### src/rtl/ep_admit_pkg.sv
package ep_admit_pkg;

  typedef enum logic [1:0] {
    TOK_OUT   = 2'd0,
    TOK_IN    = 2'd1,
    TOK_SETUP = 2'd2,
    TOK_RSVD  = 2'd3
  } tok_kind_e;

  // Packed MSB first: bit4 ctl_off, bit3 in_en, bit2 out_en, bit1 hs_en, bit0 stall
  typedef struct packed {
    logic ctl_off;
    logic in_en;
    logic out_en;
    logic hs_en;
    logic stall;
  } ep_cfg_t;

  localparam int CFG_W = $bits(ep_cfg_t);

  typedef struct packed {
    logic accept;
    logic reject;
    logic handshake;
    logic stall;
  } ep_verdict_t;

endpackage

### src/rtl/ep_admit_entry.sv
module ep_admit_entry
  import ep_admit_pkg::*;
#(
  parameter bit KEEP_SETUP = 1'b0
) (
  input  logic    clk,
  input  logic    rst_n,
  input  logic    fw_we,
  input  ep_cfg_t fw_data,
  input  logic    hw_stall,
  output ep_cfg_t cfg_q
);

  ep_cfg_t cfg_d;
  logic    cfg_en;

  always_comb begin
    cfg_d = cfg_q;
    if (fw_we) begin
      cfg_d = fw_data;
    end
    if (KEEP_SETUP) begin
      cfg_d.ctl_off = 1'b0;
    end
    // engine set outranks a firmware clear
    if (hw_stall) begin
      cfg_d.stall = 1'b1;
    end
  end

  assign cfg_en = fw_we | hw_stall;

  always_ff @(posedge clk or negedge rst_n) begin
    if (!rst_n) begin
      cfg_q <= '0;
    end else if (cfg_en) begin
      cfg_q <= cfg_d;
    end
  end

  assert_hw_set_wins_R11: assert property (@(posedge clk) disable iff (!rst_n)
    hw_stall |=> cfg_q.stall);

  assert_stall_sticky_R10: assert property (@(posedge clk) disable iff (!rst_n)
    (cfg_q.stall && !fw_we) |=> cfg_q.stall);

  assert_fw_write_lands_R2: assert property (@(posedge clk) disable iff (!rst_n)
    (fw_we && !hw_stall) |=> (cfg_q.in_en == $past(fw_data.in_en)) &&
                             (cfg_q.out_en == $past(fw_data.out_en)) &&
                             (cfg_q.stall == $past(fw_data.stall)));

endmodule

### src/rtl/ep_admit_regbank.sv
module ep_admit_regbank
  import ep_admit_pkg::*;
#(
  parameter int NUM_EP = 8,
  localparam int EP_W = (NUM_EP > 1) ? $clog2(NUM_EP) : 1
) (
  input  logic            clk,
  input  logic            rst_n,
  input  logic            wr_en,
  input  logic [EP_W-1:0] wr_sel,
  input  ep_cfg_t         wr_data,
  input  logic [EP_W-1:0] rd_sel,
  output ep_cfg_t         rd_data,
  input  logic            hw_stall,
  input  logic [EP_W-1:0] hw_sel,
  input  logic [EP_W-1:0] tok_sel,
  output ep_cfg_t         tok_cfg
);

  ep_cfg_t cfg_arr [NUM_EP];

  for (genvar g = 0; g < NUM_EP; g++) begin : g_ep
    logic we_hit;
    logic set_hit;
    assign we_hit  = wr_en & (wr_sel == EP_W'(g));
    assign set_hit = hw_stall & (hw_sel == EP_W'(g));

    ep_admit_entry #(
      .KEEP_SETUP(g == 0)
    ) u_entry (
      .clk     (clk),
      .rst_n   (rst_n),
      .fw_we   (we_hit),
      .fw_data (wr_data),
      .hw_stall(set_hit),
      .cfg_q   (cfg_arr[g])
    );
  end

  assign rd_data = cfg_arr[rd_sel];
  assign tok_cfg = cfg_arr[tok_sel];

  assert_ep0_setup_kept_R3: assert property (@(posedge clk) disable iff (!rst_n)
    (wr_en && wr_sel == '0) |=> !cfg_arr[0].ctl_off);

endmodule

### src/rtl/ep_admit_decide.sv
module ep_admit_decide
  import ep_admit_pkg::*;
(
  input  tok_kind_e   kind,
  input  ep_cfg_t     cfg,
  output ep_verdict_t verdict
);

  logic ok;
  logic stall_rsp;

  always_comb begin
    unique case (kind)
      TOK_OUT:   ok = cfg.out_en;
      TOK_IN:    ok = cfg.in_en;
      TOK_SETUP: ok = !cfg.ctl_off && cfg.in_en && cfg.out_en;
      default:   ok = 1'b0;
    endcase
    stall_rsp         = ok && cfg.hs_en && cfg.stall && (kind != TOK_SETUP);
    verdict.accept    = ok;
    verdict.reject    = !ok;
    verdict.stall     = stall_rsp;
    verdict.handshake = ok && cfg.hs_en && !stall_rsp;
  end

  always_comb begin
    assert_reply_exclusive_R9: assert (!(verdict.handshake && verdict.stall));
  end

endmodule

### src/rtl/ep_admit.sv
module ep_admit
  import ep_admit_pkg::*;
#(
  parameter int NUM_EP = 8,
  localparam int EP_W = (NUM_EP > 1) ? $clog2(NUM_EP) : 1
) (
  input  logic             clk,
  input  logic             rst_n,
  input  logic             cfg_we,
  input  logic [EP_W-1:0]  cfg_addr,
  input  logic [CFG_W-1:0] cfg_wdata,
  output logic [CFG_W-1:0] cfg_rdata,
  input  logic             tok_valid,
  input  logic [1:0]       tok_kind,
  input  logic [EP_W-1:0]  tok_ep,
  input  logic             stall_set,
  input  logic [EP_W-1:0]  stall_ep,
  output logic             dec_valid,
  output logic             dec_accept,
  output logic             dec_reject,
  output logic             dec_handshake,
  output logic             dec_stall
);

  logic        rst_meta;
  logic        rst_q;
  ep_cfg_t     rd_cfg;
  ep_cfg_t     tok_cfg;
  ep_verdict_t verdict;
  ep_verdict_t verdict_d;
  ep_verdict_t verdict_q;
  logic        valid_q;

  always_ff @(posedge clk or negedge rst_n) begin
    if (!rst_n) begin
      rst_meta <= 1'b0;
      rst_q    <= 1'b0;
    end else begin
      rst_meta <= 1'b1;
      rst_q    <= rst_meta;
    end
  end

  ep_admit_regbank #(
    .NUM_EP(NUM_EP)
  ) u_bank (
    .clk     (clk),
    .rst_n   (rst_q),
    .wr_en   (cfg_we),
    .wr_sel  (cfg_addr),
    .wr_data (ep_cfg_t'(cfg_wdata)),
    .rd_sel  (cfg_addr),
    .rd_data (rd_cfg),
    .hw_stall(stall_set),
    .hw_sel  (stall_ep),
    .tok_sel (tok_ep),
    .tok_cfg (tok_cfg)
  );

  ep_admit_decide u_decide (
    .kind   (tok_kind_e'(tok_kind)),
    .cfg    (tok_cfg),
    .verdict(verdict)
  );

  always_comb begin
    verdict_d = tok_valid ? verdict : '0;
  end

  always_ff @(posedge clk or negedge rst_q) begin
    if (!rst_q) begin
      valid_q   <= 1'b0;
      verdict_q <= '0;
    end else begin
      valid_q   <= tok_valid;
      verdict_q <= verdict_d;
    end
  end

  assign cfg_rdata     = rd_cfg;
  assign dec_valid     = valid_q;
  assign dec_accept    = verdict_q.accept;
  assign dec_reject    = verdict_q.reject;
  assign dec_handshake = verdict_q.handshake;
  assign dec_stall     = verdict_q.stall;

  assert_one_outcome_R12: assert property (@(posedge clk) disable iff (!rst_q)
    dec_valid |-> $onehot({dec_accept, dec_reject}));

  assert_idle_quiet_R12: assert property (@(posedge clk) disable iff (!rst_q)
    !dec_valid |-> !(dec_accept || dec_reject || dec_handshake || dec_stall));

  assert_token_latency_R12: assert property (@(posedge clk) disable iff (!rst_q)
    tok_valid |=> dec_valid);

  assert_reject_silent_R7: assert property (@(posedge clk) disable iff (!rst_q)
    dec_reject |-> !(dec_handshake || dec_stall));

  assert_reply_needs_accept_R8: assert property (@(posedge clk) disable iff (!rst_q)
    (dec_handshake || dec_stall) |-> dec_accept);

endmodule

### config.mk
export PLATFORM = sky130hd
export DESIGN_NAME = ep_admit
export DESIGN_NICKNAME = d
export VERILOG_FILES = /design/src/rtl/ep_admit_pkg.sv /design/src/rtl/ep_admit_entry.sv /design/src/rtl/ep_admit_regbank.sv /design/src/rtl/ep_admit_decide.sv /design/src/rtl/ep_admit.sv
export SDC_FILE = /design/constraint.sdc
export NUM_CORES = 1
export LEC_CHECK = 0
export CAP_MARGIN = 5
export CORE_UTILIZATION = 53
export DETAILED_ROUTE_END_ITERATION = 8
export PLACE_DENSITY = 0.86
export SLEW_MARGIN = 0
export SYNTH_ARGS = -nofsm -noshare
export SYNTH_HDL_FRONTEND = slang
export SYNTH_SLANG_ARGS = --single-unit
### constraint.sdc
create_clock -name clk -period 3.4 [get_ports clk]
set_input_delay 0.34 -clock clk [delete_from_list [all_inputs] [get_ports clk]]
set_output_delay 0.34 -clock clk [all_outputs]
set_load 0.005 [all_outputs]
==> qor.yml, run 1 <==
hold_path_class: "input pin to async pin"
start_util: 0.556
ctsHtreeMaxLevel: 2
drt_iter0_markers: 145
synth_seq_area_share: 0.469
netlist_instances: 174
wirelength_mm: 5.42
cts_hold_buffers: 0
dr.pass1.iters: 4
fin_crit_sh: 0.828
synth.avg_cell_area_um2: 14.1
synth_top_area_cell: "dfrtp_1"
p_leak_nw: 1.18
hpwl_mm: 3.97
yosys_warnings: 0
fin_util: 0.665
seqPwrFrac: 0.456
crit_fanout: 6
num_rows: 24
synth_edf_count: 0
setup_violations: 0
finalClockSkew_ps: 12.4
grt_max_degree: 45
cap_violations: 0
fp.dieH_um: 70.0
synthTopCellsByCount: "dfrtp_1 (46), mux2_2 (28), mux4_2 (17)"
required_ps: 3060
avgViaCountPerCell: 6.41
die_w_um: 70.0
io_buffer_count: 30
async_flop_share: 1.00
final.min_clock_period_ps: 2820
cts-buffers-inserted: 5
path_class: "input pin to primary output"
total_power_mw: 1.62
dieArea_um2: 4910
setup_tns_ps: 0
clk_pin_slew_ps: 90
final_max_slew_viol_count: 0
ir_drop_mv: 0.295
clk_path_buf_depth: 2
synth_area_leaders: "dfrtp_1 (47%), mux4_2 (16%), mux2_2 (13%), mux2i_1 (3.7%), mux2_1 (3.7%)"
syn2layout_area_growth_pct: 19.7
rsz0062_at_grt: "no"
cts_tree: "done"
clock_latency_ps: 310
drc: 0
wl_per_cell_um: 20.9
drive_gt1_frac: 0.309
synth_top_flop_cell: "dfrtp_1"
power.switching_mw: 0.412
status: "complete, no violations"
synth.distinct_cells: 36
ys_ff_latch: 46
core_area_um2: 4410
vias: 1659
root_buffer: "clkbuf_8"
n_antenna_cell: 0
tightest_slew_ps: 736
grt_use_total: 0.242
power_density_nw_per_um2: 551
ant_nets: 0
cts_num_sinks: 46
cp.arrival_ps: 2480
netlist_area_um2: 2450
io_pins: 31
startpoint_type: "input pin"
p_clk_frac: 0.309
combPwrFrac: 0.235
first_global_vias: 1750
final.fill_count: 308
grt_first_pass_wirelength_mm: 8.81
post_cts_resized: 0
yosysMostFrequentCell: "dfrtp_1"
switching_share: 0.255
gp_congestion: 0.924
critPathCaptureType: "primary output"
fin_nets: 227
syn_nets: 195
antenna_found_initial: 0
grt.overflow.total: 0
max_freq_mhz: 355
postCtsSetupBuffers: 0
timing.slew.headroom: 0.507
hold_violations: 0
intPower_mw: 1.21
synth_top_area_share: 0.469
==> worst paths after layout <==
kind | from | to | slack [ps] | cells after the start
setup / recovery | cfg_addr[0] | cfg_rdata[3] | 580 | 5
hold / removal | rst_n | rst_q$_DFF_PN0_ | 180 | 1
setup reg to reg | u_bank.g_ep[6].u_entry.cfg_q[3]$_DFFE_PN0P_ | dec_reject$_DFF_PN0_ | 1780 | 5
hold reg to reg | rst_q$_DFF_PN0_ | u_bank.g_ep[7].u_entry.cfg_q[1]$_DFFE_PN0P_ | 320 | 1
max in group asynchronous | rst_q$_DFF_PN0_ | u_bank.g_ep[6].u_entry.cfg_q[2]$_DFFE_PN0P_ | 2690 | 1
min in group clk | rst_meta$_DFF_PN0_ | rst_q$_DFF_PN0_ | 360 | 0
==> cell families (layout without fill, tap and decap cells) <==
| group | count (synthesis) | in the layout | synth area share |
|---|---|---|---|
| buf+inv | 13 | 46 | 0.0286 |
| other cells | 1 | 1 | 0.00153 |
| simple gates | 35 | 35 | 0.0857 |
| flops | 46 | 46 | 0.469 |
| compound gates | 17 | 17 | 0.0571 |
| mux | 62 | 62 | 0.358 |
==> stage by stage <==
| step | hold WS, ps | instances | area [um^2] | setup slack [ps] |
|---|---|---|---|---|
| after floorplan | 44.4 | 174 | 2450 | 1600 |
| after global placement | 323 | 251 | 2790 | 605 |
| after detailed placement | 337 | 251 | 2790 | 579 |
| after CTS | 178 | 259 | 2940 | 560 |
| after global routing | 185 | 259 | 2940 | 508 |
| final | 183 | 259 | 2940 | 584 |
==> critical path, cell delays in order <==
cell	delay [ps]
clkdlybuf4s50_1	650
buf_4	250
mux4_2	510
mux2_2	280
clkdlybuf4s50_1	440
==> registers in the layout, indices dropped and copies added (netlist names) <==
| register | flops |
|---|---|
| dec_valid | 1 |
| dec_reject | 1 |
| rst_q | 1 |
| rst_meta | 1 |
| dec_accept | 1 |
| dec_handshake | 1 |
| dec_stall | 1 |
| u_bank.g_ep.u_entry.cfg_q | 39 |
==> placed cells by master, fill, tap and decap left out <==
master and count:
nor3b_1 1, and2_1 1, or2_0 1, nand4_1 1, inv_1 4, a32oi_2 1
buf_4 4, a221oi_1 1, clkdlybuf4s50_1 30, clkbuf_8 6, o31ai_1 2, nor3b_2 2
o2111ai_2 1, o21ai_1 1, nor3_2 2, a22oi_1 1, o21ai_0 6, nor3_1 1
mux2_1 8, o311a_1 1, nand2b_1 4, nand4b_1 2, nand2_1 10, conb_1 1
nor2_1 4, nand3_1 1, bufinv_16 2, o311ai_2 1, nor2b_1 3, mux2_2 28
nand3b_1 2, mux2i_1 9, mux4_2 17, a21boi_0 1, o221ai_1 1, dfrtp_1 46
==> power by group through the flow <==
stage / clock network (mW) / registers, mW / logic, mW
after floorplan: 0 / 0.719 / 0.258
after global placement: 0 / 0.733 / 0.363
after detailed placement: 0 / 0.746 / 0.381
after CTS: 0.508 / 0.735 / 0.384
after global routing: 0.528 / 0.750 / 0.409
final: 0.500 / 0.737 / 0.381
==> metal layers <==
layer,wire length (um),vias to the layer above,global-route usage
li1,-,725,-
met1,2130,826,0.295
met2,2660,80,0.397
met3,340,28,0.0462
met4,281,0,0.147
met5,0,-,0
==> area by class of cell <==
type | instances | area [um^2] | area share
Clock buffer | 6 | 82.6 | 0.0281
Clock inverter | 2 | 60.1 | 0.0205
Inverter | 4 | 15.0 | 0.00511
Multi-Input combinational cell | 115 | 1230 | 0.420
Sequential cell | 46 | 1150 | 0.392
Tap cell | 52 | 65.1 | 0.0222
Timing Repair Buffer | 34 | 330 | 0.112
Note: power is estimated with default switching activity, not from simulation.
==> run 2, diff against run 1 <==
--- a/config.mk
+++ b/config.mk
@@ -6,9 +6,9 @@
 export NUM_CORES = 1
 export LEC_CHECK = 0
 export CAP_MARGIN = 5
-export CORE_UTILIZATION = 53
+export CORE_UTILIZATION = 50
 export DETAILED_ROUTE_END_ITERATION = 8
-export PLACE_DENSITY = 0.86
+export PLACE_DENSITY = 0.85
 export SLEW_MARGIN = 0
 export SYNTH_ARGS = -nofsm -noshare
 export SYNTH_HDL_FRONTEND = slang
==> constraint.sdc (replaced) <==
create_clock -name clk -period 2.4 [get_ports clk]
set_input_delay 0.24 -clock clk [delete_from_list [all_inputs] [get_ports clk]]
set_output_delay 0.24 -clock clk [all_outputs]
set_load 0.005 [all_outputs]
==> run 2 against run 1 <==
Global-route usage decreased by 2.7 points; power grew 28%; via count fell by 2.2%; highest routed layer unchanged.
==> qor.yml, run 2 (synthesis gave the netlist of run 1 again) <==
grt.overflow.total: 0  # unchanged
regMostFlops: "u_bank.g_ep.u_entry.cfg_q"
io_buffer_count: 30  # unchanged
io_pins: 31  # unchanged
num_rows: 25  # +4.2%
cap_violations: 0  # unchanged
antenna_found_initial: 0  # unchanged
final.fill_count: 367  # +19%
avgViaCountPerCell: 5.73  # -10%
cts-buffers-inserted: 5  # unchanged
crit_fanout: 18  # +12
core_area_um2: 4720  # +7.0%
dr.pass1.iters: 4  # unchanged
p_leak_nw: 1.23  # +4.0%
drt_iter0_markers: 133  # -8.3%
power_density_nw_per_um2: 685  # +24%
hold_violations: 0  # unchanged
setup_tns_ps: 0  # unchanged
final.min_clock_period_ps: 2220
ant_nets: 0  # unchanged
first_global_vias: 1632  # -6.7%
syn2layout_area_growth_pct: 23.0
final_cell_mix: "dfrtp_1 (45), clkdlybuf4s50_1 (29), mux2_2 (28), mux4_2 (17)"
clk_path_buf_depth: 2  # unchanged
n_antenna_cell: 0  # unchanged
fin_nets: 236  # +4.0%
drive_gt1_frac: 0.338  # +0.0288
vias: 1623  # -2.2%
setup_violations: 0  # unchanged
drc: 0  # unchanged
grt_first_pass_wirelength_mm: 8.13  # -7.8%
fin_crit_sh: 0.924
max_freq_mhz: 451
final_common_cell: "dfrtp_1"
clk_pin_slew_ps: 80  # about the same
dieArea_um2: 5190  # +5.8%
timing.slew.headroom: 0.369  # -0.138
path_class: "input pin to primary output"
cts_num_sinks: 46  # unchanged
wirelength_mm: 5.21  # -3.8%
fin_ws_ps: 182  # -402 ps
clock_latency_ps: 300  # about the same
fp.dieH_um: 72.1  # +2.9%
startpoint_type: "input pin"
grt_use_total: 0.214  # -0.0273
required_ps: 2160  # -900 ps
gp_congestion: 0.841  # -9.0%
place_ws_ps: 1.55  # -577 ps
hpwl_mm: 3.70  # -6.8%
cts_tree: "done"
r2r_cells: 5  # unchanged
largest_register_ffs: 39  # unchanged
wl_per_cell_um: 18.4  # -12%
final_max_slew_viol_count: 0  # unchanged
start_util: 0.519  # -0.0364
hold_path_class: "input pin to async pin"
ir_drop_mv: 0.400  # +36%
status: "complete, no violations"
tightest_slew_ps: 946  # +210 ps
grt_max_degree: 45  # unchanged
root_buffer: "clkbuf_8"
die_w_um: 72.1  # +2.9%
ctsHtreeMaxLevel: 2  # unchanged
finalClockSkew_ps: 4.96  # -7.49 ps
critPathCaptureType: "primary output"
cp.arrival_ps: 1980  # -500 ps
rsz0062_at_grt: "no"
## run 2: repair_timing
| action | 4_1_cts | 5_1_grt |
|---|---|---|
| buffers inserted | 1 | 0 |
| cloned | 0 | 1 |
| setup endpoints to repair | 1 | 5 |
| gates resized for setup | 0 | 1 |
| hold buffers | 0 | 0 |
## run 2: area by class of cell
class / instances / area [um^2] / area share
Tap cell: 67 / 83.8 / 0.0278
Sequential cell: 46 / 1150 / 0.382
Multi-Input combinational cell: 115 / 1230 / 0.408
Clock inverter: 1 / 5.00 / 0.00166
Inverter: 4 / 15.0 / 0.00498
Clock buffer: 7 / 86.3 / 0.0286
Timing Repair Buffer: 43 / 443 / 0.147
## run 2: where the power goes
part           internal, mW  total, mW  switching (mW)
registers             0.924       1.05           0.129
logic                 0.353      0.532           0.179
clock network         0.232      0.482           0.250
total                  1.51       2.07           0.558
## run 2: per-layer routing
metal	up-vias	routed length, um	global-route usage
met5	-	0	0
li1	740	-	-
met4	0	40	0.0741
met1	841	2290	0.281
met2	37	2670	0.360
met3	5	209	0.0417
## run 2: critical path: stages
cell and delay, ps:
clkdlybuf4s50_1 510, buf_12 170, mux4_2 300, mux2_2 290, clkdlybuf4s50_1 450
## run 2: through the flow
stage | utilization | cell area [um^2] | instances | total power [mW] | hold WS [ps]
after global placement | 0.612 | 2890 | 273 | 1.57 | 334
after CTS | 0.633 | 2990 | 282 | 2.08 | 92.7
after global routing | 0.639 | 3020 | 283 | 2.17 | 102
after detailed placement | 0.612 | 2890 | 273 | 1.60 | 335
final | 0.639 | 3020 | 283 | 2.07 | 94.8
after floorplan | - | 2450 | 174 | 1.38 | -55.6
## run 2: path summary, 6_finish.rpt
| kind | slack [ps] | endpoint | startpoint |
|---|---|---|---|
| setup / recovery | 180 | cfg_rdata[1] | cfg_addr[1] |
| hold / removal | 90 | rst_meta$_DFF_PN0_ | rst_n |
| max in group asynchronous | 1390 | dec_reject$_DFF_PN0_ | rst_q$_DFF_PN0_ |
| setup reg to reg | 740 | dec_reject$_DFF_PN0_ | u_bank.g_ep[6].u_entry.cfg_q[3]$_DFFE_PN0P_ |
| min in group clk | 350 | rst_q$_DFF_PN0_ | rst_meta$_DFF_PN0_ |
| hold reg to reg | 350 | rst_q$_DFF_PN0_ | rst_meta$_DFF_PN0_ |
==> run 3, diff against run 2 <==
--- a/config.mk
+++ b/config.mk
@@ -9,6 +9,7 @@
 export CORE_UTILIZATION = 50
 export DETAILED_ROUTE_END_ITERATION = 8
 export PLACE_DENSITY = 0.85
+export REMOVE_ABC_BUFFERS = 1
 export SLEW_MARGIN = 0
 export SYNTH_ARGS = -nofsm -noshare
 export SYNTH_HDL_FRONTEND = slang
==> run 3 against run 2 <==
Non-clock buffer count rose by 5; core utilization rose by 0.56 points; maximum frequency fell by 0.55%; sequential share of layout area fell by 0.33 points; sequential power barely moved; critical path type unchanged; cell count rose by 1.4%; global-route usage rose by 1.5 points; worst hold slack improved by 0.77 ps; register-to-register slack improved by 60 ps; final area rose by 0.87%; worst setup slack got worse by 12 ps; power fell by 0.55%.
==> qor.yml, run 3 (synthesis gave the netlist of run 1 again) <==
p_leak_nw: 1.24  # +1.0%
ctsHtreeMaxLevel: 2  # unchanged
first_global_vias: 1699  # +4.1%
regMostFlops: "u_bank.g_ep.u_entry.cfg_q"
path_class: "input pin to primary output"
avgViaCountPerCell: 5.93  # +3.5%
drive_gt1_frac: 0.350  # +0.0120
regArea_um2: 1150  # unchanged
cts_hold_buffers: 0  # unchanged
dr.pass1.iters: 4  # unchanged
path_buf_inv: 3  # unchanged
wirelength_mm: 5.56  # +6.7%
grt_max_degree: 45  # unchanged
crit_path_top_delay_cell: "clkdlybuf4s50_1"
drc: 0  # unchanged
final_common_cell: "dfrtp_1"
num_rows: 25  # unchanged
clock_latency_ps: 310  # about the same
ir_drop_mv: 0.299  # -25%
fp.dieH_um: 72.1  # unchanged
max_freq_mhz: 448  # -0.55%
cts-buffers-inserted: 5  # unchanged
fin_crit_sh: 0.929  # +0.00508
critPathCaptureType: "primary output"
cp_top_family: "buffers and inverters"
ant_nets: 0  # unchanged
required_ps: 2160  # about the same
setup_violations: 0  # unchanged
hold_violations: 0  # unchanged
drt_iter0_markers: 151  # +14%
cts_num_sinks: 46  # unchanged
timing.slew.headroom: 0.389  # +0.0202
power_density_nw_per_um2: 676  # -1.4%
dieArea_um2: 5190  # unchanged
finalClockSkew_ps: 9.29  # +4.33 ps
cap_violations: 0  # unchanged
slowest_delay_ps: 500  # about the same
crit_chain: "clkdlybuf4s50_1, buf_12, mux2_2, a22oi_1, o21ai_1, clkdlybuf4s50_1"
cts_tree: "done"
vias: 1703  # +4.9%
start_util: 0.519  # unchanged
fin_nets: 241  # +2.1%
fin_util: 0.645  # +0.00556
final_cell_mix: "dfrtp_1 (45), clkdlybuf4s50_1 (29), mux2_2 (28), mux4_2 (17), buf_4 (15)"
clk_pin_slew_ps: 70  # about the same
io_buffer_count: 30  # unchanged
io_pins: 31  # unchanged
clk_path_buf_depth: 2  # unchanged
grt_use_total: 0.229  # +0.0152
core_area_um2: 4720  # unchanged
die_w_um: 72.1  # unchanged
status: "complete, no violations"
root_buffer: "clkbuf_8"
final.min_clock_period_ps: 2230  # +12.2 ps
gp_congestion: 0.840  # -0.13%
hpwl_mm: 3.86  # +4.2%
multiInputGateArea_um2: 1230  # unchanged
tightest_slew_ps: 916  # -30.2 ps
grt.overflow.total: 0  # unchanged
cp.arrival_ps: 1990  # about the same
syn2layout_area_growth_pct: 24.1
grt_first_pass_wirelength_mm: 8.72  # +7.3%
wl_per_cell_um: 19.4  # +5.2%
final_max_slew_viol_count: 0  # unchanged
antenna_found_initial: 0  # unchanged
hold_path_class: "input pin to async pin"
crit_path_frequent_cell: "clkdlybuf4s50_1"
holdWs_ps: 95.6  # +0.771 ps
startpoint_type: "input pin"
setup_tns_ps: 0  # unchanged
crit_fanout: 18  # unchanged
largest_register_ffs: 39  # unchanged
final.fill_count: 359  # -2.2%
n_antenna_cell: 0  # unchanged
rsz0062_at_grt: "no"
run 3: worst reg2reg max path, delay by kind of cell, from the launching register on:
| family | cells | cell delay, ps |
|---|---|---|
| flip-flops | 1 | 400 |
| AND/OR/NAND/NOR | 1 | 170 |
| AO/OA/AOI/OAI | 3 | 480 |
| multiplexers | 1 | 500 |
run 3: metrics by stage:
step / setup slack [ps] / cell area (um^2) / std cells / total power [mW]
6_report: 169 / 3040 / 287 / 2.06
4_1_cts: 13.9 / 3000 / 284 / 2.05
3_5_place_dp: 13.9 / 2920 / 277 / 1.61
5_1_grt: 104 / 3040 / 287 / 2.15
2_1_floorplan: 923 / 2400 / 165 / 1.36
3_3_place_gp: 26.0 / 2920 / 277 / 1.57
run 3: worst paths after layout:
kind | slack (ps) | cells past startpoint | startpoint | end
setup / recovery | 170 | 6 | cfg_addr[1] | cfg_rdata[4]
hold / removal | 100 | 1 | rst_n | rst_meta$_DFF_PN0_
setup reg to reg | 800 | 5 | u_bank.g_ep[6].u_entry.cfg_q[3]$_DFFE_PN0P_ | dec_reject$_DFF_PN0_
hold reg to reg | 360 | 0 | rst_meta$_DFF_PN0_ | rst_q$_DFF_PN0_
max in group asynchronous | 1430 | 0 | rst_q$_DFF_PN0_ | u_bank.g_ep[0].u_entry.cfg_q[3]$_DFFE_PN0P_
min in group clk | 360 | 0 | rst_meta$_DFF_PN0_ | rst_q$_DFF_PN0_
run 3: timing repair:
action,4_1_cts,5_1_grt
endpoints found under the setup margin,0,4
buffers inserted,0,2
gates resized for setup,0,1
run 3: area by class of cell:
class                   instances  share of cell area
repair buffers                 48               0.158
clock buffers                   6              0.0238
multi-input cells             115               0.405
inverters                       4             0.00493
clock inverters                 1             0.00247
flip-flops and latches         46               0.379
well taps                      67              0.0275
run 3: report_power, final:
part	switching (mW)	internal (mW)	leakage [nW]
Clock	0.252	0.200	0.0373
Sequential	0.139	0.924	0.544
Combinational	0.184	0.357	0.662
Total	0.576	1.48	1.24
run 3: per-layer routing:
layer  up-vias  GRT usage  part of all wire
met3        14     0.0542             0.055
li1        749          -                 -
met1       876      0.306              0.43
met5         -          0                 0
met4         0     0.0937             0.020
met2        64      0.366              0.50
